$ cat config.mk
export PLATFORM = sky130hd
export DESIGN_NAME = regdiv_unit
export DESIGN_NICKNAME = d
export VERILOG_FILES = /design/src/rtl/regdiv_pkg.sv /design/src/rtl/regdiv_operands.sv /design/src/rtl/regdiv_step.sv /design/src/rtl/regdiv_engine.sv /design/src/rtl/regdiv_unit.sv
export SDC_FILE = /design/constraint.sdc
export NUM_CORES = 1
export LEC_CHECK = 0
export ABC_AREA = 1
export BUFFER_PORTS_ARGS = -buffer_cell sky130_fd_sc_hd__buf_4
export CAP_MARGIN = 40
export CORE_ASPECT_RATIO = 0.9
export CORE_MARGIN = 4
export CORE_UTILIZATION = 40
export DETAILED_ROUTE_END_ITERATION = 8
export PLACE_DENSITY = 0.64
export SETUP_SLACK_MARGIN = 0.4
export SYNTH_ARGS = -nofsm -noshare
export SYNTH_HDL_FRONTEND = slang
export SYNTH_SLANG_ARGS = --single-unit
$ cat constraint.sdc
create_clock -name clk -period 11.55 [get_ports clk]
set_input_delay 1.155 -clock clk [delete_from_list [all_inputs] [get_ports clk]]
set_output_delay 1.155 -clock clk [all_outputs]
set_load 0.01 [all_outputs]
$ cat src/rtl/regdiv_pkg.sv
package regdiv_pkg;

    // Write address decode: bit 0 picks the operand, bit 1 picks the mode
    typedef enum logic [1:0] {
        SEL_DIVIDEND_U = 2'b00,
        SEL_DIVISOR_U  = 2'b01,
        SEL_DIVIDEND_S = 2'b10,
        SEL_DIVISOR_S  = 2'b11
    } op_sel_e;

    // Sign bookkeeping captured when a calculation starts
    typedef struct packed {
        logic is_signed;
        logic neg_dividend;
        logic neg_divisor;
    } sign_info_t;

    function automatic logic sel_is_divisor(input op_sel_e s);
        return (s == SEL_DIVISOR_U) || (s == SEL_DIVISOR_S);
    endfunction

    function automatic logic sel_is_signed(input op_sel_e s);
        return (s == SEL_DIVIDEND_S) || (s == SEL_DIVISOR_S);
    endfunction

endpackage

$ cat src/rtl/regdiv_operands.sv
module regdiv_operands
    import regdiv_pkg::*;
#(
    parameter int WIDTH = 32
) (
    input  logic             clk,
    input  logic             rst,
    input  logic             wr_en,
    input  op_sel_e          wr_sel,
    input  logic [WIDTH-1:0] wr_data,
    output logic [WIDTH-1:0] dividend_nxt,
    output logic [WIDTH-1:0] divisor_nxt
);

    logic [WIDTH-1:0] dividend_q;
    logic [WIDTH-1:0] divisor_q;
    logic             hit_divisor;

    assign hit_divisor = sel_is_divisor(wr_sel);

    // Write-through view so a starting calculation sees the value being written
    always_comb begin
        dividend_nxt = dividend_q;
        divisor_nxt  = divisor_q;
        if (wr_en && !hit_divisor) dividend_nxt = wr_data;
        if (wr_en &&  hit_divisor) divisor_nxt  = wr_data;
    end

    always_ff @(posedge clk) begin
        if (rst) begin
            dividend_q <= '0;
            divisor_q  <= '0;
        end else begin
            dividend_q <= dividend_nxt;
            divisor_q  <= divisor_nxt;
        end
    end

    // both aliases of one operand land in one word; the other word is untouched
    a_r2_dividend_store: assert property (@(posedge clk) disable iff (rst)
        (wr_en && !wr_sel[0]) |=> (dividend_q == $past(wr_data)) && $stable(divisor_q));
    a_r2_divisor_store: assert property (@(posedge clk) disable iff (rst)
        (wr_en && wr_sel[0]) |=> (divisor_q == $past(wr_data)) && $stable(dividend_q));

endmodule

$ cat src/rtl/regdiv_step.sv
module regdiv_step #(
    parameter int WIDTH     = 32,
    parameter int STEP_BITS = 4
) (
    input  logic [WIDTH-1:0] rem_in,
    input  logic [WIDTH-1:0] quo_in,
    input  logic [WIDTH-1:0] divisor,
    output logic [WIDTH-1:0] rem_out,
    output logic [WIDTH-1:0] quo_out
);

    logic [WIDTH-1:0] rem_chain [0:STEP_BITS];
    logic [WIDTH-1:0] quo_chain [0:STEP_BITS];

    assign rem_chain[0] = rem_in;
    assign quo_chain[0] = quo_in;

    // One restoring shift-subtract stage per quotient bit retired this cycle
    for (genvar i = 0; i < STEP_BITS; i++) begin : g_stage
        logic [WIDTH:0] shifted;
        logic [WIDTH:0] diff;
        logic           fits;

        assign shifted = {rem_chain[i], quo_chain[i][WIDTH-1]};
        assign diff    = shifted - {1'b0, divisor};
        assign fits    = shifted >= {1'b0, divisor};

        assign rem_chain[i+1] = fits ? diff[WIDTH-1:0] : shifted[WIDTH-1:0];
        assign quo_chain[i+1] = {quo_chain[i][WIDTH-2:0], fits};
    end

    assign rem_out = rem_chain[STEP_BITS];
    assign quo_out = quo_chain[STEP_BITS];

endmodule

$ cat src/rtl/regdiv_engine.sv
module regdiv_engine
    import regdiv_pkg::*;
#(
    parameter int WIDTH     = 32,
    parameter int STEP_BITS = 4
) (
    input  logic             clk,
    input  logic             rst,
    input  logic             start,
    input  logic             start_signed,
    input  logic [WIDTH-1:0] dividend,
    input  logic [WIDTH-1:0] divisor,
    output logic             ready,
    output logic [WIDTH-1:0] quotient,
    output logic [WIDTH-1:0] remainder
);

    localparam int STEPS = WIDTH / STEP_BITS;
    localparam int CW    = $clog2(STEPS + 1);
    localparam logic [CW-1:0] LAST = CW'(STEPS - 1);

    logic             busy;
    logic [CW-1:0]    step_cnt;
    logic [WIDTH-1:0] rem_q;
    logic [WIDTH-1:0] quo_q;
    logic [WIDTH-1:0] dvs_q;
    sign_info_t       sinfo_q;
    sign_info_t       sinfo_d;
    logic [WIDTH-1:0] dvd_mag;
    logic [WIDTH-1:0] dvs_mag;
    logic [WIDTH-1:0] rem_step;
    logic [WIDTH-1:0] quo_step;
    logic [WIDTH-1:0] quo_fixed;
    logic [WIDTH-1:0] rem_fixed;

    // Magnitudes of the operands for the unsigned core
    always_comb begin
        sinfo_d.is_signed    = start_signed;
        sinfo_d.neg_dividend = start_signed & dividend[WIDTH-1];
        sinfo_d.neg_divisor  = start_signed & divisor[WIDTH-1];
        dvd_mag = sinfo_d.neg_dividend ? (~dividend + 1'b1) : dividend;
        dvs_mag = sinfo_d.neg_divisor  ? (~divisor  + 1'b1) : divisor;
    end

    regdiv_step #(
        .WIDTH     (WIDTH),
        .STEP_BITS (STEP_BITS)
    ) u_step (
        .rem_in  (rem_q),
        .quo_in  (quo_q),
        .divisor (dvs_q),
        .rem_out (rem_step),
        .quo_out (quo_step)
    );

    // Sign restoration: quotient negated on mixed signs, remainder follows dividend
    always_comb begin
        quo_fixed = quo_step;
        rem_fixed = rem_step;
        if (sinfo_q.is_signed) begin
            if (sinfo_q.neg_dividend ^ sinfo_q.neg_divisor) quo_fixed = ~quo_step + 1'b1;
            if (sinfo_q.neg_dividend)                       rem_fixed = ~rem_step + 1'b1;
        end
    end

    always_ff @(posedge clk) begin
        if (rst) begin
            busy      <= 1'b0;
            step_cnt  <= '0;
            rem_q     <= '0;
            quo_q     <= '0;
            dvs_q     <= '0;
            sinfo_q   <= '0;
            quotient  <= '0;
            remainder <= '0;
        end else if (start) begin
            busy     <= 1'b1;
            step_cnt <= '0;
            rem_q    <= '0;
            quo_q    <= dvd_mag;
            dvs_q    <= dvs_mag;
            sinfo_q  <= sinfo_d;
        end else if (busy) begin
            rem_q    <= rem_step;
            quo_q    <= quo_step;
            step_cnt <= step_cnt + 1'b1;
            if (step_cnt == LAST) begin
                busy      <= 1'b0;
                quotient  <= quo_fixed;
                remainder <= rem_fixed;
            end
        end
    end

    assign ready = ~busy;

    // a start always takes the engine out of the ready state
    a_r3_start_drops_ready: assert property (@(posedge clk) disable iff (rst)
        start |=> !ready);
    // the step counter never runs past the last step
    a_r3_step_bound: assert property (@(posedge clk) disable iff (rst)
        busy |-> (step_cnt <= LAST));
    // the partial remainder stays below a nonzero divisor
    a_r6_rem_below_divisor: assert property (@(posedge clk) disable iff (rst)
        busy && (dvs_q != '0) |-> (rem_q < dvs_q));
    // results hold while idle and no new write arrives
    a_r11_idle_hold: assert property (@(posedge clk) disable iff (rst)
        (ready && !start) |=> ready && $stable(quotient) && $stable(remainder));
    // results hold through a step that is not the last one
    a_r11_busy_hold: assert property (@(posedge clk) disable iff (rst)
        (busy && (step_cnt != LAST)) |=> $stable(quotient) && $stable(remainder));

endmodule

$ cat src/rtl/regdiv_unit.sv
module regdiv_unit
    import regdiv_pkg::*;
#(
    parameter int WIDTH     = 32,
    parameter int STEP_BITS = 4
) (
    input  logic             clk,
    input  logic             rst,
    input  logic             wr_en,
    input  logic [1:0]       wr_sel,
    input  logic [WIDTH-1:0] wr_data,
    output logic             ready,
    output logic [WIDTH-1:0] quotient,
    output logic [WIDTH-1:0] remainder
);

    op_sel_e          sel;
    logic [WIDTH-1:0] dividend_nxt;
    logic [WIDTH-1:0] divisor_nxt;

    assign sel = op_sel_e'(wr_sel);

    regdiv_operands #(
        .WIDTH (WIDTH)
    ) u_ops (
        .clk          (clk),
        .rst          (rst),
        .wr_en        (wr_en),
        .wr_sel       (sel),
        .wr_data      (wr_data),
        .dividend_nxt (dividend_nxt),
        .divisor_nxt  (divisor_nxt)
    );

    // Any operand write restarts the engine in the mode of the address used
    regdiv_engine #(
        .WIDTH     (WIDTH),
        .STEP_BITS (STEP_BITS)
    ) u_engine (
        .clk          (clk),
        .rst          (rst),
        .start        (wr_en),
        .start_signed (sel_is_signed(sel)),
        .dividend     (dividend_nxt),
        .divisor      (divisor_nxt),
        .ready        (ready),
        .quotient     (quotient),
        .remainder    (remainder)
    );

endmodule

==> results by group <==
Min path
  – Hold Path Depth: 1
  – Hold path endpoint: u_engine.step_cnt[3]$_SDFFE_PP0P_
  – HP Class: register to register
  – Hold_sp: u_engine.step_cnt[3]$_SDFFE_PP0P_

Setup path
  – Slowest Stage Delay on Critical Path: roughly 0.41 ns
  – R2r endpoint: u_engine.remainder[16]$_SDFFE_PP0P_
  – Critical path capture point type: register
  – Flop2flop setup slack: ~1.1 ns
  – Crit Path Max Fanout: 25
  – Crit path top cell by count: nand2_1
  – Worst EP required: 12.01 ns
  – FF-to-FF path depth: 64
  – Slowest CP cell: dfxtp_1
  – Critical path class: register to register
  – CP Launch Type: register
  – Reg2reg start: u_engine.dvs_q[18]$_SDFFE_PP0P_
  – Worst EP arrival: roughly 11 ns

Place
  – IO buf count: 101
  – Placed cell count: around 4000
  – Hpwl dp: ~67 mm
  – RePlAce Congestion: about 1.1

Drt
  – Via count: about 23000
  – DRT Wirelength: just over 80 mm
  – Via density per instance: 5.455
  – Average wire per standard cell: around 20 µm
  – DRT iter0 DRCs: 2628
  – Post-DRT Antenna Nets: 0
  – DRT Pass-1 Iters: 6
  – # DRC: 0

Floorplan
  – Die X: approximately 250 µm
  – Boundary pin count: 102
  – Die Y: approximately 220 µm
  – Starting Density: between 40% and 50%
  – # rows: between 70 and 80
  – Core Region: 0.05046 mm²
  – Die ar.: about 0.055 mm²

Global route
  – GR Layer Usage met3: under 10%
  – First-pass GRT wire length: roughly 120 mm
  – Met1 Usage GRT: between 40% and 50%
  – Initial antenna violation count: 1
  – Largest net degree at the start of global routing: ~80
  – Total GRT Usage: between 20% and 30%
  – Global routing's busiest layer: met2
  – Grt total ovfl: 0
  – Number of global-route vias before repair: roughly 20000
  – GR Layer Usage met2: between 40% and 50%

Synthesis
  – Synth warnings: 0
  – Most frequent cell after synthesis: nand2_1
  – Synth async-reset ratio: 0%
  – Post-Syn Area: roughly 0.020 mm²
  – Yosys cell types: 63
  – Mapped Nets: about 3500
  – Yosys top cell by area: dfxtp_1
  – Mapped Avg Cell Area: approximately 6 µm²
  – Top cells by count, synth: 876 x nand2_1, 464 x inv_1, 301 x nor2_1, 272 x o21ai_0, 232 x dfxtp_1
  – Number of synthesized flops with an enable pin: 0
  – Main area contributors after synthesis: dfxtp_1 23%, nand2_1 16%, inv_1 8.5%, ha_1 8.1%, o21ai_0 6.7%
  – FF+latch count, synth: roughly 230
  – Synth top area share: between 20% and 30%
  – Post-Syn Instances: roughly 3300
  – Main synth FF type: dfxtp_1
  – Seq/Total Area, Yosys: 22.70%

CTS
  – CTS tree: done
  – CTS HTree Levels: 1
  – Bufs on Longest Clock Path: 3
  – Clock-pin slew on the worst setup and hold paths: roughly 0.07 ns
  – # hold bufs at CTS: 0
  – Clock tree root driver cell: clkbuf_16
  – Clk_lat worst skew: 0.57 ns
  – CTS Sinks: ~230
  – CTS Buf Count: 25

STA
  – Final number of max-transition violations: 0
  – Setup TNS Final: 0 ns
  – Tcrit/Tclk final: around nine tenths
  – Fin. Hold Viols: 0
  – Minimum clock period: around 10 ns
  – RSZ-0062 raised after global routing: false
  – Final-report setup violation count: 0
  – Fmax: 0.09577 GHz
  – Setup Skew: around 0.016 ns
  – Slew headroom: ~42%
  – Worst slew pin tran: about 0.87 ns

Finish
  – Layout Cells excl Fill: between 4000 and 5000
  – Area Growth Syn to Fin: 15.76%
  – Share of cells above drive strength 1: between 10% and 20%
  – Fillers: between 5000 and 6000
  – Final net count: 3650

Flow run
  – Max_cap viols: 0

Run status
  – Outcome: finished clean
[layer usage]
| layer | routed length (µm) | share of wire (%) |
|---|---|---|
| met4 | 3239 | 3.9 |
| met2 | 34270 | 41 |
| met1 | 37240 | 45 |
| met5 | 13 | 0.016 |
| met3 | 7976 | 9.6 |
[placed cells by master, fill, tap and decap left out, types with 25 or more instances in the layout]
| cell | instances |
|---|---|
| o21bai_1 | 27 |
| nand3_1 | 144 |
| dfxtp_1 | 229 |
| o22ai_1 | 32 |
| buf_4 | 233 |
| nor2_1 | 294 |
| nand2_1 | 871 |
| clkbuf_16 | 25 |
| xnor2_1 | 50 |
| ha_1 | 127 |
| o211ai_1 | 33 |
| a21oi_1 | 201 |
| nor3_1 | 41 |
| inv_1 | 456 |
| o21ai_1 | 48 |
| o21ai_0 | 251 |
| nand4_1 | 30 |
| xor2_1 | 90 |
[state kept, by name (all words and copies together), names as in the netlist]
register and cells:
u_engine.quo_q 32, u_engine.busy 1, u_ops.divisor_q 32, u_engine.sinfo_q 3, u_engine.quotient 32, u_engine.remainder 32, u_engine.dvs_q 32, u_engine.rem_q 32
u_ops.dividend_q 32, u_engine.step_cnt 4
[worst max-delay path, delay by kind of cell (launching register included)]
family                     cells  cell delay (ns)
buffers and inverters         12             1.54
adders and majority gates      5             1.58
and+or+nand+nor               35             4.38
DFF                            1             0.41
AOI/OAI and AO/OA             12             2.37
[how the worst max path moves through the flow]
stage | startpoint | to | slack [ns] | cells after the start
6_report | u_engine.dvs_q[18]$_SDFFE_PP0P_ | u_engine.remainder[16]$_SDFFE_PP0P_ | 1.11 | 64
5_1_grt | u_engine.dvs_q[15]$_SDFFE_PP0P_ | u_engine.quotient[28]$_SDFFE_PP0P_ | 0.37 | 73
4_1_cts | u_engine.dvs_q[1]$_SDFFE_PP0P_ | u_engine.remainder[22]$_SDFFE_PP0P_ | 0.46 | 61
3_5_place_dp | u_engine.dvs_q[1]$_SDFFE_PP0P_ | u_engine.remainder[26]$_SDFFE_PP0P_ | 0.41 | 69
3_3_place_gp | u_engine.dvs_q[1]$_SDFFE_PP0P_ | u_engine.remainder[22]$_SDFFE_PP0P_ | 0.41 | 66
2_1_floorplan | u_engine.dvs_q[1]$_SDFFE_PP0P_ | u_engine.quotient[28]$_SDFFE_PP0P_ | 2.08 | 78
[layout make-up]
type	count	area (µm²)	share of cell area, %
Inverter	487	1849	7.807
Antenna cell	1	2.502	0.01056
Tap cell	680	850.8	3.592
Multi-Input combinational cell	2493	13730	57.96
Timing Repair Buffer	237	1823	7.696
Clock inverter	7	100.1	0.4226
Sequential cell	232	4648	19.62
Clock buffer	35	683.2	2.884
[logic make-up (layout without fill, tap and decap cells)]
kind of cell	after synthesis	count (layout)	share of synthesized area, %
adder cells (fa/ha/maj)	137	137	8.524
AO/OA/AOI/OAI	720	720	20.21
flip-flops	232	232	22.70
multiplexers	11	11	0.5381
buffers and inverters	599	766	11.45
XOR/XNOR	140	140	5.993
AND/OR/NAND/NOR	1483	1485	30.59
other	0	1	0
[what timing repair did]
action | in CTS | in global routing
setup endpoints to repair | 5 | 84
gates cloned | 0 | 2
buffers inserted | 0 | 8
pin swaps | 0 | 8
gates resized for setup | 1 | 81
[stage by stage]
stage	utilization, %	setup WS (ns)	hold slack [ns]	area [µm²]
final	46.94	1.108	0.4504	23690
after global routing	46.94	0.3653	0.4689	23680
after CTS	46.24	0.4629	0.4508	23330
after detailed placement	44.69	0.4069	0.4428	22550
after global placement	44.63	0.4055	0.4352	22520
after floorplan	-	2.077	0.4222	20460
Power is left out: the tool's default activity adds up to more than one toggle a clock period on the data nets, which glitch-free logic cannot reach.
